==> config.mk <==
export PLATFORM = sky130hd
export DESIGN_NAME = interval_irq_timer
export DESIGN_NICKNAME = d
export VERILOG_FILES = /design/src/rtl/itmr_pkg.sv /design/src/rtl/itmr_tick_gen.sv /design/src/rtl/itmr_core.sv /design/src/rtl/itmr_irq_ctrl.sv /design/src/rtl/interval_irq_timer.sv
export SDC_FILE = /design/constraint.sdc
export NUM_CORES = 1
export LEC_CHECK = 0
export ABC_CLOCK_PERIOD_IN_PS = 2600
export BUFFER_PORTS_ARGS = -buffer_cell sky130_fd_sc_hd__buf_2
export CORE_MARGIN = 10
export CORE_UTILIZATION = 55
export DETAILED_ROUTE_END_ITERATION = 16
export HOLD_SLACK_MARGIN = 0.12
export PLACE_DENSITY = 0.79
export SLEW_MARGIN = 20
export SYNTH_ARGS = -nofsm -noshare
export SYNTH_HDL_FRONTEND = slang
export SYNTH_HIERARCHICAL = 1
export SYNTH_SLANG_ARGS = --single-unit
==> constraint.sdc <==
create_clock -name clk_i -period 2.6 [get_ports clk_i]
set_input_delay 0.26 -clock clk_i [delete_from_list [all_inputs] [get_ports clk_i]]
set_output_delay 0.26 -clock clk_i [all_outputs]
set_load 0.05 [all_outputs]
==> src/rtl/itmr_pkg.sv <==
package itmr_pkg;
  localparam int unsigned CTRL_W   = 16;
  localparam int unsigned RELOAD_LSB = 8;
  localparam int unsigned MODE_BIT  = 1;
  localparam int unsigned START_BIT = 0;

  typedef struct packed {
    logic [7:0] reload;
    logic       auto_mode;
    logic       go;
  } ctrl_t;

  function automatic ctrl_t decode_ctrl(input logic [CTRL_W-1:0] w);
    ctrl_t c;
    c.reload    = w[RELOAD_LSB +: 8];
    c.auto_mode = w[MODE_BIT];
    c.go        = w[MODE_BIT] | w[START_BIT];
    return c;
  endfunction
endpackage

==> src/rtl/itmr_tick_gen.sv <==
module itmr_tick_gen #(
  parameter int unsigned PRESCALE = 25000
) (
  input  logic clk_i,
  input  logic rst_ni,
  input  logic clr_i,
  input  logic run_i,
  output logic tick_o
);
  localparam int unsigned PW = (PRESCALE > 1) ? $clog2(PRESCALE) : 1;
  localparam logic [PW-1:0] LAST = PW'(PRESCALE - 1);

  logic [PW-1:0] div_q;

  always_ff @(posedge clk_i or negedge rst_ni) begin
    if (!rst_ni)                div_q <= '0;
    else if (clr_i || !run_i)   div_q <= '0;
    else if (div_q == LAST)     div_q <= '0;
    else                        div_q <= div_q + 1'b1;
  end

  assign tick_o = run_i && !clr_i && (div_q == LAST);
endmodule

==> src/rtl/itmr_core.sv <==
module itmr_core
  import itmr_pkg::*;
#(
  parameter int unsigned CNT_W = 8
) (
  input  logic              clk_i,
  input  logic              rst_ni,
  input  logic              ctrl_we_i,
  input  logic [CTRL_W-1:0] ctrl_wdata_i,
  input  logic              tick_i,
  output logic              running_o,
  output logic              expire_o
);
  ctrl_t            cfg;
  logic [CNT_W-1:0] reload_q, count_q;
  logic             auto_q, running_q, expire_q;
  logic             last_tick;

  assign cfg       = decode_ctrl(ctrl_wdata_i);
  assign last_tick = tick_i && (count_q == CNT_W'(1));

  always_ff @(posedge clk_i or negedge rst_ni) begin
    if (!rst_ni) begin
      reload_q  <= '0;
      count_q   <= '0;
      auto_q    <= 1'b0;
      running_q <= 1'b0;
      expire_q  <= 1'b0;
    end else begin
      expire_q <= !ctrl_we_i && last_tick;
      if (ctrl_we_i) begin
        reload_q  <= CNT_W'(cfg.reload);
        auto_q    <= cfg.auto_mode;
        running_q <= cfg.go && (cfg.reload != '0);
        count_q   <= CNT_W'(cfg.reload);
      end else if (last_tick) begin
        if (auto_q) begin
          count_q <= reload_q;
        end else begin
          running_q <= 1'b0;
          count_q   <= '0;
        end
      end else if (tick_i) begin
        count_q <= count_q - 1'b1;
      end
    end
  end

  assign running_o = running_q;
  assign expire_o  = expire_q;

  p_strobe_single_r5: assert property (@(posedge clk_i) disable iff (!rst_ni)
    expire_q |=> !expire_q);
  p_manual_stops_r2: assert property (@(posedge clk_i) disable iff (!rst_ni)
    (expire_q && !auto_q) |-> !running_q);
  p_auto_reloads_r3: assert property (@(posedge clk_i) disable iff (!rst_ni)
    (expire_q && auto_q) |-> (running_q && count_q == reload_q));
  p_stop_cmd_r4: assert property (@(posedge clk_i) disable iff (!rst_ni)
    (ctrl_we_i && ctrl_wdata_i[1:0] == 2'b00) |=> (!running_q && !expire_q));
endmodule

==> src/rtl/itmr_irq_ctrl.sv <==
module itmr_irq_ctrl #(
  parameter int unsigned NSRC = 4
) (
  input  logic            clk_i,
  input  logic            rst_ni,
  input  logic [NSRC-1:0] set_i,
  input  logic            stat_we_i,
  input  logic [NSRC-1:0] stat_wdata_i,
  input  logic            en_we_i,
  input  logic [NSRC-1:0] en_wdata_i,
  output logic [NSRC-1:0] status_o,
  output logic [NSRC-1:0] enable_o,
  output logic            irq_o
);
  logic [NSRC-1:0] status_q, enable_q, clr;

  assign clr = stat_we_i ? stat_wdata_i : '0;

  for (genvar i = 0; i < NSRC; i++) begin : g_bit
    always_ff @(posedge clk_i or negedge rst_ni) begin
      if (!rst_ni)       status_q[i] <= 1'b0;
      else if (set_i[i]) status_q[i] <= 1'b1;
      else if (clr[i])   status_q[i] <= 1'b0;
    end
  end

  always_ff @(posedge clk_i or negedge rst_ni) begin
    if (!rst_ni)      enable_q <= '0;
    else if (en_we_i) enable_q <= en_wdata_i;
  end

  assign irq_o    = |(status_q & enable_q);
  assign status_o = status_q;
  assign enable_o = enable_q;

  p_set_wins_r8: assert property (@(posedge clk_i) disable iff (!rst_ni)
    (set_i != '0) |=> ((status_q & $past(set_i)) == $past(set_i)));
  p_w1c_clears_r7: assert property (@(posedge clk_i) disable iff (!rst_ni)
    stat_we_i |=> ((status_q & $past(stat_wdata_i & ~set_i)) == '0));
  p_hold_no_write_r7: assert property (@(posedge clk_i) disable iff (!rst_ni)
    !stat_we_i |=> ((status_q & $past(status_q)) == $past(status_q)));
  p_masked_low_r6: assert property (@(posedge clk_i) disable iff (!rst_ni)
    (enable_q == '0) |-> !irq_o);
endmodule

==> src/rtl/interval_irq_timer.sv <==
module interval_irq_timer
  import itmr_pkg::*;
#(
  parameter int unsigned PRESCALE = 25000,
  parameter int unsigned CNT_W    = 8,
  parameter int unsigned NSRC     = 4
) (
  input  logic              clk_i,
  input  logic              rst_ni,
  input  logic              ctrl_we_i,
  input  logic [CTRL_W-1:0] ctrl_wdata_i,
  input  logic              stat_we_i,
  input  logic [NSRC-1:0]   stat_wdata_i,
  input  logic              en_we_i,
  input  logic [NSRC-1:0]   en_wdata_i,
  input  logic [NSRC-1:1]   ext_set_i,
  output logic [NSRC-1:0]   status_o,
  output logic [NSRC-1:0]   enable_o,
  output logic              irq_o,
  output logic              expire_o
);
  logic tick, running, expire;

  itmr_tick_gen #(.PRESCALE(PRESCALE)) u_tick (
    .clk_i  (clk_i),
    .rst_ni (rst_ni),
    .clr_i  (ctrl_we_i),
    .run_i  (running),
    .tick_o (tick)
  );

  itmr_core #(.CNT_W(CNT_W)) u_core (
    .clk_i        (clk_i),
    .rst_ni       (rst_ni),
    .ctrl_we_i    (ctrl_we_i),
    .ctrl_wdata_i (ctrl_wdata_i),
    .tick_i       (tick),
    .running_o    (running),
    .expire_o     (expire)
  );

  itmr_irq_ctrl #(.NSRC(NSRC)) u_irq (
    .clk_i        (clk_i),
    .rst_ni       (rst_ni),
    .set_i        ({ext_set_i, expire}),
    .stat_we_i    (stat_we_i),
    .stat_wdata_i (stat_wdata_i),
    .en_we_i      (en_we_i),
    .en_wdata_i   (en_wdata_i),
    .status_o     (status_o),
    .enable_o     (enable_o),
    .irq_o        (irq_o)
  );

  assign expire_o = expire;

  p_status_follows_r5: assert property (@(posedge clk_i) disable iff (!rst_ni)
    expire |=> status_o[0]);
endmodule

==> metrics <==
Post-CTS Hold Fix Bufs 0; later-pin clock latency in the skew report 290 ps; gr ovfl total 0; nets 280; I/O pin cnt 42; worst slew pin tran 899 ps; post-CTS setup buffer count 0; vias per std cell 5.66; Power Density 533 nW/um^2; commonest non-fill, non-tap cell in the layout dfrtp_1; Mean Syn Cell Area 10.7 um^2; placeable core region 3940 um^2; DRC viols 0; initial antenna violation count 0; Fin. Hold Viols 0; commonest cells after routing, fill and taps aside 42 x dfrtp_1, 35 x buf_2, 13 x nand2_1; Total Wirelength 4570 um; Max-Cap Viols 0; site row count 23; Arr. time, crit path 2540 ps; dpl hpwl 3350 um; fin. max-slew vios 0; Synth Cell Area 2220 um^2; Clock Skews 5.64 ps; layout cell share with drive strength beyond 1 0.321; Tot Pwr 0.00136 W; largest net degree at the start of global routing 43; die area 6980 um^2; cells on worst reg2reg path 8; H-tree depth 2; CTS tree yes; # clock sinks 42; max_slew headroom 0.401; Req. time, crit path 2780 ps; critical path type flip-flop to flip-flop; CP endpoint kind flip-flop; CP max FO 8; Final setup viols 0; clock transition at the registers of the reported paths 80 ps; Clock Tree Root clkbuf_8; worst hold margin 95.4 ps; GR Util All Layers 0.136; warnings from Yosys 6; LEAKAGE 1.06 nW; Peak VDD IR 0.000343 V; Num CTS Buffers 5; DR pass1 iterations 4; count of cell types in the netlist 48; Initial Util 0.563; Post-Syn Instances 207; Yosys reg bits 42; Antenna Cells 0; Placer Congestion 0.828; vias 1,676; number of global-route vias before repair 1,780; Routed Antenna Nets 0; Layout fillers 311; Min Clock Period, post-route 2360 ps; status completed; P&R area growth vs syn 14.5%; DR iter-0 viols 79; max frequency 424 MHz; startpoint class of the critical path flip-flop; routed len/inst 15.4 um; Die X 83.5 um; IO buf count 35; Post-CTS Resized 0; chip height 83.5 um; syn nets 242; Clock Tree Buf Depth 2; final period utilization 0.907; Hold Crit Class primary input to asynchronous set/reset pin; first-pass GRT wire length 8110 um; Seq/Total Area, Yosys 0.473
-- logic make-up after synthesis --
kind of cell | after synthesis | synth area share
AND/OR/NAND/NOR | 77 | 0.231
flip-flops | 42 | 0.473
AO/OA/AOI/OAI | 40 | 0.126
buffers and inverters | 20 | 0.0428
XOR/XNOR | 14 | 0.0552
multiplexers | 11 | 0.0552
adder cells (fa/ha/maj) | 3 | 0.0169
-- cell usage after synthesis (all sizes together) --
cell type | count | area share
nor4 | 5 | 0.032
xnor2 | 12 | 0.047
a21oi | 4 | 0.0090
ha | 3 | 0.017
nand4 | 5 | 0.020
mux2 | 10 | 0.051
a22oi | 6 | 0.020
xor2 | 2 | 0.0079
nand2 | 14 | 0.025
nand3 | 6 | 0.016
nand2b | 3 | 0.0085
buf | 6 | 0.019
nor4bb | 1 | 0.0045
a21o | 5 | 0.017
o31ai | 2 | 0.0068
mux2i | 1 | 0.0045
or4 | 4 | 0.015
nor3b | 3 | 0.010
o221ai | 1 | 0.0039
a31oi | 3 | 0.0085
dfrtp | 42 | 0.47
and4b | 2 | 0.0090
nor4b | 1 | 0.0068
nor2 | 23 | 0.051
a41oi | 1 | 0.0073
a32oi | 3 | 0.012
o41a | 1 | 0.0051
nor2b | 3 | 0.0085
o21a | 1 | 0.0034
o211ai | 1 | 0.0034
and2 | 1 | 0.0028
clkbuf | 2 | 0.0034
nand3b | 1 | 0.0090
nand4b | 1 | 0.0039
nor3 | 4 | 0.0090
o21ai | 10 | 0.023
inv | 12 | 0.020
o22ai | 1 | 0.0028
a221oi | 1 | 0.0039
-- worst max-delay path, cell delays in order, from the launching register on --
cell and delay (ps):
dfrtp_1 400, ha_1 250, and4b_1 230, nand4_2 170, nor3b_2 240, nor4bb_2 340, buf_4 210, o211ai_1 100
a221oi_1 320
-- where the power goes --
part | internal, W | switching (W) | leakage, nW
Combinational | 0.0000768 | 0.000119 | 0.485
Clock | 0.000214 | 0.000214 | 0.0482
Sequential | 0.000690 | 0.0000400 | 0.526
Total | 0.000981 | 0.000374 | 1.06
-- metrics by stage --
step / setup slack, ps / TNS [ps] / area, um^2 / util / instances
3_5_place_dp: 78.6 / 0 / 2440 / 0.619 / 288
4_1_cts: 81.7 / 0 / 2530 / 0.642 / 296
3_3_place_gp: 191 / 0 / 2440 / 0.619 / 288
5_1_grt: -18.2 / -18.2 / 2540 / 0.645 / 296
6_report: 241 / 0 / 2540 / 0.645 / 296
2_1_floorplan: 351 / 0 / 2220 / - / 207
-- registers in the layout, indices dropped and copies added, names as in the netlist --
register          flops
u_tick/div_q         15
u_core/auto_q         1
u_core/count_q        8
u_core/reload_q       8
u_irq/enable_o        4
u_irq/status_o        4
u_core/expire_o       1
u_core/running_o      1
-- per-layer routing --
layer	part of all wire	vias to the layer above	track usage
met5	0	-	0
met4	0.013	0	0.0518
met3	0.067	7	0.0410
met2	0.46	52	0.215
met1	0.46	798	0.170
li1	-	819	-
-- worst paths after layout --
path / start / to / slack [ps]
max in group asynchronous: rst_ni / u_core/count_q[3] / 1950
setup reg to reg: u_tick/div_q[1] / u_core/count_q[6] / 240
min in group clk_i: ext_set_i[1] / u_irq/status_o[1] / 150
setup / recovery: u_tick/div_q[1] / u_core/count_q[6] / 240
hold reg to reg: u_core/expire_o / u_irq/status_o[0] / 460
hold / removal: rst_ni / u_tick/div_q[1] / 100
-- final cells by class --
class	count	area [um^2]	area share
repair buffers	39	205	0.0807
flip-flops and latches	42	1050	0.413
clock inverters	1	5.00	0.00197
inverters	12	45.0	0.0177
clock buffers	7	86.3	0.0340
multi-input cells	145	1090	0.428
well taps	50	62.6	0.0246
Note: power is estimated with default switching activity, not from simulation.
